`src/rtl/rseq_pkg.sv`:
```
// Shared types for the rail sequencer: life-cycle states, step phases
// and event codes. Assumes no other package defines these names.
package rseq_pkg;

    typedef enum logic [1:0] {
        ST_STOPPED  = 2'd0,
        ST_STARTING = 2'd1,
        ST_STARTED  = 2'd2,
        ST_STOPPING = 2'd3
    } seq_state_e;

    typedef enum logic {
        PH_GAP  = 1'b0,
        PH_WAIT = 1'b1
    } step_phase_e;

    typedef enum logic [2:0] {
        EV_NONE  = 3'd0,
        EV_START = 3'd1,
        EV_UP    = 3'd2,
        EV_DOWN  = 3'd3,
        EV_OFF   = 3'd4,
        EV_TMO   = 3'd5,
        EV_FLT   = 3'd6
    } ev_code_e;

endpackage

```
`src/rtl/rseq_rail_monitor.sv`:
```
// Combines per-rail good, ov2 and uv2 inputs into a single fault flag and
// the lowest faulting rail index. Purely combinational; assumes the inputs
// are already synchronous to the sequencer clock.
module rseq_rail_monitor #(
    parameter int N     = 4,
    parameter int IDX_W = 2
) (
    input  logic [N-1:0]     rail_good,
    input  logic [N-1:0]     rail_ov2,
    input  logic [N-1:0]     rail_uv2,
    output logic             flt_any,
    output logic [IDX_W-1:0] flt_idx
);

    logic [N-1:0] bad;

    // Per-rail bad condition: lost good or second-level excursion.
    assign bad = ~rail_good | rail_ov2 | rail_uv2;

    // Reduce to an any-flag and the lowest flagged index.
    always_comb begin
        flt_any = |bad;
        flt_idx = '0;
        for (int i = N - 1; i >= 0; i--) begin
            if (bad[i]) flt_idx = IDX_W'(i);
        end
    end

endmodule

```
`src/rtl/rseq_step_timer.sv`:
```
// Step counter for the gap and timeout phases. Clear has priority over
// increment; the caller never increments past its compare limit.
module rseq_step_timer #(
    parameter int W = 8
) (
    input  logic         clk,
    input  logic         rst_n,
    input  logic         clr,
    input  logic         inc,
    output logic [W-1:0] count
);

    // Count register with synchronous clear.
    always_ff @(posedge clk) begin
        if (!rst_n || clr) count <= '0;
        else if (inc)      count <= count + 1'b1;
    end

endmodule

```
`src/rtl/rseq_event_reg.sv`:
```
// Registers an event request so that the strobe lines up with the state
// change it describes. Suppressed entirely while logging is disabled.
module rseq_event_reg
    import rseq_pkg::*;
#(
    parameter int IDX_W = 2
) (
    input  logic             clk,
    input  logic             rst_n,
    input  logic             log_en,
    input  logic             fire,
    input  ev_code_e         code,
    input  logic [IDX_W-1:0] rail,
    output logic             evt_valid,
    output logic [IDX_W-1:0] evt_rail,
    output logic [2:0]       evt_code
);

    // Capture one event per cycle when logging is on.
    always_ff @(posedge clk) begin
        if (!rst_n) begin
            evt_valid <= 1'b0;
            evt_rail  <= '0;
            evt_code  <= 3'd0;
        end else begin
            evt_valid <= fire && log_en;
            evt_rail  <= (fire && log_en) ? rail : '0;
            evt_code  <= (fire && log_en) ? code : EV_NONE;
        end
    end

    // no strobe follows a cycle with logging disabled.
    a_r9_quiet_when_off: assert property (@(posedge clk) disable iff (!rst_n)
        !log_en |=> !evt_valid);

endmodule

```
`src/rtl/rseq_core.sv`:
```
// Life-cycle state machine: walks rail slots up in order and down in
// reverse, times gaps and responses, latches sticky faults and requests
// events. Assumes the configuration ports are static while not Stopped.
module rseq_core
    import rseq_pkg::*;
#(
    parameter int N     = 4,
    parameter int IDX_W = 2,
    parameter int GAP_W = 8,
    parameter int TMO_W = 8
) (
    input  logic               clk,
    input  logic               rst_n,
    input  logic               start_req,
    input  logic               stop_req,
    input  logic [N*IDX_W-1:0] cfg_order,
    input  logic [GAP_W-1:0]   cfg_gap,
    input  logic [N*TMO_W-1:0] cfg_timeout,
    input  logic [N-1:0]       rail_good,
    input  logic               flt_any,
    input  logic [IDX_W-1:0]   flt_idx,
    output logic [N-1:0]       rail_en,
    output seq_state_e         state,
    output logic               tmo_fault,
    output logic               shut_fault,
    output logic               ev_fire,
    output ev_code_e           ev_code,
    output logic [IDX_W-1:0]   ev_rail
);

    localparam int CNT_W = (GAP_W > TMO_W) ? GAP_W : TMO_W;
    localparam logic [IDX_W-1:0] LAST_SLOT = IDX_W'(N - 1);

    seq_state_e        st_q, st_d;
    step_phase_e       ph_q, ph_d;
    logic [IDX_W-1:0]  slot_q, slot_d;
    logic [N-1:0]      en_q, en_d;
    logic              tmo_q, tmo_d, shut_q, shut_d;
    logic              cnt_clr, cnt_inc;
    logic [CNT_W-1:0]  cnt;
    logic [IDX_W-1:0]  cur_rail;
    logic [TMO_W-1:0]  cur_tmo;
    logic              cur_good, gap_done, tmo_hit;

    rseq_step_timer #(.W(CNT_W)) u_timer (
        .clk   (clk),
        .rst_n (rst_n),
        .clr   (cnt_clr),
        .inc   (cnt_inc),
        .count (cnt)
    );

    // Decode the rail under the current slot and its limits.
    always_comb begin
        cur_rail = cfg_order[slot_q*IDX_W +: IDX_W];
        cur_tmo  = cfg_timeout[cur_rail*TMO_W +: TMO_W];
        cur_good = rail_good[cur_rail];
        gap_done = (cnt == CNT_W'(cfg_gap));
        tmo_hit  = (cnt == CNT_W'(cur_tmo));
    end

    // Next-state logic for the life cycle and the slot walk.
    always_comb begin
        st_d    = st_q;
        ph_d    = ph_q;
        slot_d  = slot_q;
        en_d    = en_q;
        tmo_d   = tmo_q;
        shut_d  = shut_q;
        cnt_clr = 1'b0;
        cnt_inc = 1'b0;
        ev_fire = 1'b0;
        ev_code = EV_NONE;
        ev_rail = cur_rail;
        unique case (st_q)
            ST_STOPPED: begin
                if (start_req) begin
                    st_d    = ST_STARTING;
                    slot_d  = '0;
                    ph_d    = PH_GAP;
                    cnt_clr = 1'b1;
                    tmo_d   = 1'b0;
                    shut_d  = 1'b0;
                    ev_fire = 1'b1;
                    ev_code = EV_START;
                end
            end
            ST_STARTING: begin
                if (stop_req) begin
                    st_d    = ST_STOPPING;
                    ph_d    = PH_GAP;
                    cnt_clr = 1'b1;
                    ev_fire = 1'b1;
                    ev_code = EV_DOWN;
                end else if (ph_q == PH_GAP) begin
                    if (gap_done) begin
                        en_d[cur_rail] = 1'b1;
                        ph_d    = PH_WAIT;
                        cnt_clr = 1'b1;
                    end else begin
                        cnt_inc = 1'b1;
                    end
                end else if (cur_good) begin
                    cnt_clr = 1'b1;
                    if (slot_q == LAST_SLOT) begin
                        st_d    = ST_STARTED;
                        ev_fire = 1'b1;
                        ev_code = EV_UP;
                    end else begin
                        slot_d = slot_q + 1'b1;
                        ph_d   = PH_GAP;
                    end
                end else if (tmo_hit) begin
                    tmo_d   = 1'b1;
                    st_d    = ST_STOPPING;
                    ph_d    = PH_GAP;
                    cnt_clr = 1'b1;
                    ev_fire = 1'b1;
                    ev_code = EV_TMO;
                end else begin
                    cnt_inc = 1'b1;
                end
            end
            ST_STARTED: begin
                if (flt_any) begin
                    en_d    = '0;
                    st_d    = ST_STOPPED;
                    shut_d  = 1'b1;
                    ev_fire = 1'b1;
                    ev_code = EV_FLT;
                    ev_rail = flt_idx;
                end else if (stop_req) begin
                    st_d    = ST_STOPPING;
                    ph_d    = PH_GAP;
                    cnt_clr = 1'b1;
                    ev_fire = 1'b1;
                    ev_code = EV_DOWN;
                end
            end
            ST_STOPPING: begin
                if (ph_q == PH_GAP) begin
                    if (gap_done) begin
                        en_d[cur_rail] = 1'b0;
                        ph_d    = PH_WAIT;
                        cnt_clr = 1'b1;
                    end else begin
                        cnt_inc = 1'b1;
                    end
                end else if (!cur_good || tmo_hit) begin
                    cnt_clr = 1'b1;
                    if (cur_good) begin
                        tmo_d   = 1'b1;
                        ev_fire = 1'b1;
                        ev_code = EV_TMO;
                    end
                    if (slot_q == '0) begin
                        st_d = ST_STOPPED;
                        if (!cur_good) begin
                            ev_fire = 1'b1;
                            ev_code = EV_OFF;
                        end
                    end else begin
                        slot_d = slot_q - 1'b1;
                        ph_d   = PH_GAP;
                    end
                end else begin
                    cnt_inc = 1'b1;
                end
            end
            default: st_d = ST_STOPPED;
        endcase
    end

    // State, slot, enable and sticky-flag registers.
    always_ff @(posedge clk) begin
        if (!rst_n) begin
            st_q   <= ST_STOPPED;
            ph_q   <= PH_GAP;
            slot_q <= '0;
            en_q   <= '0;
            tmo_q  <= 1'b0;
            shut_q <= 1'b0;
        end else begin
            st_q   <= st_d;
            ph_q   <= ph_d;
            slot_q <= slot_d;
            en_q   <= en_d;
            tmo_q  <= tmo_d;
            shut_q <= shut_d;
        end
    end

    assign rail_en    = en_q;
    assign state      = st_q;
    assign tmo_fault  = tmo_q;
    assign shut_fault = shut_q;

    // reset leaves everything off and Stopped.
    a_r1_reset_off: assert property (@(posedge clk)
        !rst_n |=> (en_q == '0 && st_q == ST_STOPPED && !tmo_q && !shut_q));

    // enables rise one at a time.
    a_r3_single_rise: assert property (@(posedge clk) disable iff (!rst_n)
        $countones(en_q & ~$past(en_q)) <= 1);

    // no enable rises unless the edge was taken in Starting.
    a_r5_no_rise_outside_up: assert property (@(posedge clk) disable iff (!rst_n)
        (st_q != ST_STARTING) |=> ((en_q & ~$past(en_q)) == '0));

    // a timeout excludes Started until the next start.
    a_r6_tmo_never_started: assert property (@(posedge clk) disable iff (!rst_n)
        tmo_q |-> (st_q != ST_STARTED));

    // a fault in Started drops everything on the next edge.
    a_r7_fault_shutdown: assert property (@(posedge clk) disable iff (!rst_n)
        (st_q == ST_STARTED && flt_any) |=> (en_q == '0 && st_q == ST_STOPPED && shut_q));

    // start is ignored while powering down.
    a_r8_start_ignored_down: assert property (@(posedge clk) disable iff (!rst_n)
        (st_q == ST_STOPPING && start_req) |=> (st_q != ST_STARTING));

endmodule

```
`src/rtl/rail_seq_ctrl.sv`:
```
// Top of the multi-rail power sequencer. Connects the rail fault monitor,
// the life-cycle core and the event register. Assumes all inputs are
// synchronous to clk and configuration is static outside Stopped.
module rail_seq_ctrl
    import rseq_pkg::*;
#(
    parameter int NUM_RAILS = 4,
    parameter int GAP_W     = 8,
    parameter int TMO_W     = 8,
    localparam int IDX_W    = (NUM_RAILS > 1) ? $clog2(NUM_RAILS) : 1
) (
    input  logic                       clk,
    input  logic                       rst_n,
    input  logic                       start_req,
    input  logic                       stop_req,
    input  logic                       cfg_log_en,
    input  logic [NUM_RAILS*IDX_W-1:0] cfg_order,
    input  logic [GAP_W-1:0]           cfg_gap,
    input  logic [NUM_RAILS*TMO_W-1:0] cfg_timeout,
    input  logic [NUM_RAILS-1:0]       rail_good,
    input  logic [NUM_RAILS-1:0]       rail_ov2,
    input  logic [NUM_RAILS-1:0]       rail_uv2,
    output logic [NUM_RAILS-1:0]       rail_en,
    output logic [1:0]                 seq_state,
    output logic                       trim_en,
    output logic                       tmo_fault,
    output logic                       shut_fault,
    output logic                       evt_valid,
    output logic [IDX_W-1:0]           evt_rail,
    output logic [2:0]                 evt_code
);

    logic             flt_any;
    logic [IDX_W-1:0] flt_idx;
    seq_state_e       state;
    logic             ev_fire;
    ev_code_e         ev_code;
    logic [IDX_W-1:0] ev_rail;

    rseq_rail_monitor #(.N(NUM_RAILS), .IDX_W(IDX_W)) u_mon (
        .rail_good (rail_good),
        .rail_ov2  (rail_ov2),
        .rail_uv2  (rail_uv2),
        .flt_any   (flt_any),
        .flt_idx   (flt_idx)
    );

    rseq_core #(.N(NUM_RAILS), .IDX_W(IDX_W), .GAP_W(GAP_W), .TMO_W(TMO_W)) u_core (
        .clk         (clk),
        .rst_n       (rst_n),
        .start_req   (start_req),
        .stop_req    (stop_req),
        .cfg_order   (cfg_order),
        .cfg_gap     (cfg_gap),
        .cfg_timeout (cfg_timeout),
        .rail_good   (rail_good),
        .flt_any     (flt_any),
        .flt_idx     (flt_idx),
        .rail_en     (rail_en),
        .state       (state),
        .tmo_fault   (tmo_fault),
        .shut_fault  (shut_fault),
        .ev_fire     (ev_fire),
        .ev_code     (ev_code),
        .ev_rail     (ev_rail)
    );

    rseq_event_reg #(.IDX_W(IDX_W)) u_evt (
        .clk       (clk),
        .rst_n     (rst_n),
        .log_en    (cfg_log_en),
        .fire      (ev_fire),
        .code      (ev_code),
        .rail      (ev_rail),
        .evt_valid (evt_valid),
        .evt_rail  (evt_rail),
        .evt_code  (evt_code)
    );

    // State code out and the trimming permission derived from it.
    assign seq_state = state;
    assign trim_en   = (state == ST_STARTED);

endmodule

```
`config.mk`:
```
export PLATFORM = sky130hd
export DESIGN_NAME = rail_seq_ctrl
export DESIGN_NICKNAME = d
export VERILOG_FILES = /design/src/rtl/rseq_pkg.sv /design/src/rtl/rseq_rail_monitor.sv /design/src/rtl/rseq_step_timer.sv /design/src/rtl/rseq_event_reg.sv /design/src/rtl/rseq_core.sv /design/src/rtl/rail_seq_ctrl.sv
export SDC_FILE = /design/constraint.sdc
export NUM_CORES = 1
export LEC_CHECK = 0
export CORE_ASPECT_RATIO = 0.5
export CORE_MARGIN = 2
export CORE_UTILIZATION = 44
export CTS_BUF_LIST = sky130_fd_sc_hd__clkbuf_8
export DETAILED_ROUTE_END_ITERATION = 10
export PLACE_DENSITY_LB_ADDON = 0.08
export SETUP_SLACK_MARGIN = 0.15
export SLEW_MARGIN = 5
export SYNTH_ARGS = -nofsm -noshare
export SYNTH_HDL_FRONTEND = slang
export SYNTH_SLANG_ARGS = --single-unit
```
`constraint.sdc`:
```
create_clock -name clk -period 6.15 [get_ports clk]
set_clock_uncertainty 0.1 [all_clocks]
set_input_delay 0.9225 -clock clk [delete_from_list [all_inputs] [get_ports clk]]
set_output_delay 0.9225 -clock clk [all_outputs]
set_load 0.05 [all_outputs]
```
==> run_results.csv <==
group,metric,value,unit
outcome,outcome,"finished clean",
finish,drive_gt1_share,6.34,%
critical_path,cp_slowest_cell,"mux4_2",
timing,hold_violations,0,
timing,setup_viol,0,
critical_path,critPathMostFrequentCell,"mux2i_1",
cts,cts_hold_buf,0,
floorplan,die_w,102,um
grt,grt_pass1_vias,2126,
finish,area_growth,38.7,%
critical_path,cp-start-kind,"input port",
floorplan,fp.dieH,53.2,um
grt,grt_pass1_wl,10200,um
critical_path,crit_type,"input port to register",
power,p_switching,0.393,mW
placed_design,routabilityCongestion,0.932,
placed_design,hpwl,4850,um
yosys,synth_common_cells,"mux2i_1, dfxtp_1, nor2_1, a21oi_1",
detailed_routing,viasPerCell,5.64,
timing,setup_tns,0,ns
yosys,ys_seq_area_share,23.5,%
power,sw_frac_of_total,47.1,%
yosys,yosysMostFrequentCell,"mux2i_1",
floorplan,initial_utilization,47.0,%
critical_path,required,6.20,ns
critical_path,slowest_delay,0.77,ns
yosys,yosys_most_used_dff,"dfxtp_1",
cts,root_buffer,"clkbuf_8",
timing,drv_slew,0,
finish,diodes,0,
grt,overflow,0,
yosys,syn_inst,264,
cts,clock-sinks,25,
critical_path,critPathArrivalTime,4.23,ns
timing,slew_headroom,51.4,%
floorplan,dieArea,5450,um2
yosys,synth_area_leaders,"dfxtp_1, mux2i_1, a21oi_1",
detailed_routing,num_vias,2239,
min_path,hold_path_class,"register to register",
yosys,syn-cell-area,2130,um2
critical_path,crit_chain,"clkdlybuf4s50_1 -> mux4_2 -> mux2i_1 -> mux2i_1 -> xor2_1 -> nor4_2 -> and2_1 -> o221ai_1 -> a32oi_2 -> nor2_1",
cts,clk_path_buf_depth,2,
timing,period_share,68.0,%
yosys,yosysTopAreaCell,"dfxtp_1",
cts,clk_pin_slew_worst_paths,0.09,ns
cts,cts_tree,"done",
floorplan,core_area,4530,um2
finish,nFillCells,411,
power,ir_worst_vdd,152,uV
cts,cts_setup_buffers,0,
power,power_frac_clock,11.6,%
grt,track_usage,24.1,%
yosys,synthDominantCellAreaShare,23.5,%
power,seqPwrFrac,25.0,%
cts,h-tree-depth,1,
timing,clock.fmax,0.239,GHz
timing,holdWs,0.394,ns
timing,rsz0062_at_grt,"no",
critical_path,crit_buf_inv,1,
yosys,synthesis.nets,334,
power,p_leak,1.06,nW
cts,cts_buffers,3,
yosys,avgSynthCellArea,8.07,um2
floorplan,ios,80,
grt,antenna_found_initial,0,
critical_path,path_max_fanout,25,
yosys,synth_edf_count,0,
finish,nets,402,
run,maxCapViolCount,0,
yosys,ys_seq_elements,25,
power,internal_power,0.441,mW
placed_design,port_buffers,79,
power,total_power,0.834,mW
detailed_routing,drtAntennaViolNets,0,
grt,grt_start_max_net_pins,26,
critical_path,cp-end-kind,"register",
yosys,yosysUniqueCellTypes,46,
power,p_per_area,282,nW/um2
timing,worstMarginPinSlew,0.726,ns
yosys,postSynth.asyncResetShare,0,%
floorplan,rows,17,
detailed_routing,routedWlPerCell,15.4,um
detailed_routing,drt-pass1-iter-count,4,
cts,cts_resized,0,
yosys,synth_warnings,0,
critical_path,crit_family,"multiplexers",
detailed_routing,first_iter_violations,192,
cts,clk_latency,0.27,ns
power,p_comb_share,63.3,%
timing,fin_crit,4.18,ns
detailed_routing,drc,0,
detailed_routing,wirelength,6100,um
finish,post-route-util,65.2,%
==> sequential cells by signal (all words and copies together) (netlist names) <==
| name | flops |
|---|---|
| u_core.ph_q | 1 |
| u_core.rail_en | 4 |
| u_core.shut_fault | 1 |
| u_core.slot_q | 2 |
| u_core.state | 2 |
| u_core.tmo_fault | 1 |
| u_core.u_timer.count | 8 |
| u_evt.evt_code | 3 |
| u_evt.evt_rail | 2 |
| u_evt.evt_valid | 1 |
==> layout by cell type, fill, tap and decap left out, types with 7 or more instances in the layout <==
master | netlist | final
a211oi_1 | 8 | 8
nand3_1 | 7 | 7
xnor2_1 | 10 | 10
mux2i_1 | 27 | 27
o21ai_0 | 18 | 18
a21oi_1 | 23 | 23
xor2_1 | 8 | 8
nand2_1 | 18 | 18
dfxtp_1 | 25 | 25
inv_1 | 10 | 11
clkdlybuf4s50_1 | 0 | 79
nor2_1 | 25 | 25
==> power groups by stage <==
| stage | clock (mW) | combinational (mW) | sequential (mW) |
|---|---|---|---|
| after global routing | 0.105 | 0.580 | 0.213 |
| after floorplan | 0 | 0.338 | 0.260 |
| after global placement | 0 | 0.518 | 0.211 |
| final | 0.0970 | 0.528 | 0.209 |
| after CTS | 0.0989 | 0.525 | 0.209 |
| after detailed placement | 0 | 0.522 | 0.213 |
==> path summary, 6_finish.rpt <==
| kind | start | to | slack (ns) | cells past startpoint |
|---|---|---|---|---|
| hold / removal | u_core.tmo_fault$_SDFFE_PN0P_ | u_core.tmo_fault$_SDFFE_PN0P_ | 0.39 | 1 |
| hold reg to reg | u_core.tmo_fault$_SDFFE_PN0P_ | u_core.tmo_fault$_SDFFE_PN0P_ | 0.39 | 1 |
| setup reg to reg | u_core.slot_q[0]$_SDFFE_PN0P_ | u_core.u_timer.count[1]$_SDFFE_PP0P_ | 2.36 | 9 |
| setup / recovery | cfg_order[6] | u_core.u_timer.count[1]$_SDFFE_PP0P_ | 1.97 | 10 |
==> layout make-up <==
class / count / area, um2 / share of cell area (%)
clock buffer: 3 / 41.3 / 1.40
clock inverter: 1 / 3.75 / 0.127
inverter: 12 / 45.0 / 1.52
multi-input combinational: 210 / 1480 / 50.2
sequential: 25 / 500 / 16.9
tap: 66 / 82.6 / 2.79
timing repair buffer: 80 / 798 / 27.0
==> layer usage <==
metal / vias to the layer above / GRT usage [%] / wire, um
li1: 1115 / - / -
met1: 1042 / 32.4 / 2840
met2: 80 / 42.3 / 2890
met3: 2 / 4.10 / 364
met4: 0 / 2.67 / 10
met5: - / 0 / 0
==> stage by stage <==
step                std cells  cell area [um2]  setup WS (ns)
finish                    397             2960           1.97
global route              397             2960           1.69
CTS                       397             2960           1.96
detailed placement        393             2910           1.67
global placement          393             2910           1.84
floorplan                 264             2130           2.65
==> cells by family (layout without fill, tap and decap cells) <==
family	count (synthesis)	count (layout)	share of synthesized area [%]
flops	25	25	23.5
compound gates	78	78	24.4
buf+inv	29	96	6.87
xor+xnor	18	18	7.40
simple gates	78	78	18.5
fa+ha+maj	5	5	2.94
mux	31	31	16.4
==> worst reg2reg max path, delay by kind of cell (launching register included) <==
family	cells	cell delay (ns)
xor+xnor	1	0.17
simple gates	3	0.92
flops	1	0.56
mux	3	1.26
compound gates	2	0.66
Power figures use the tool's default switching activity.
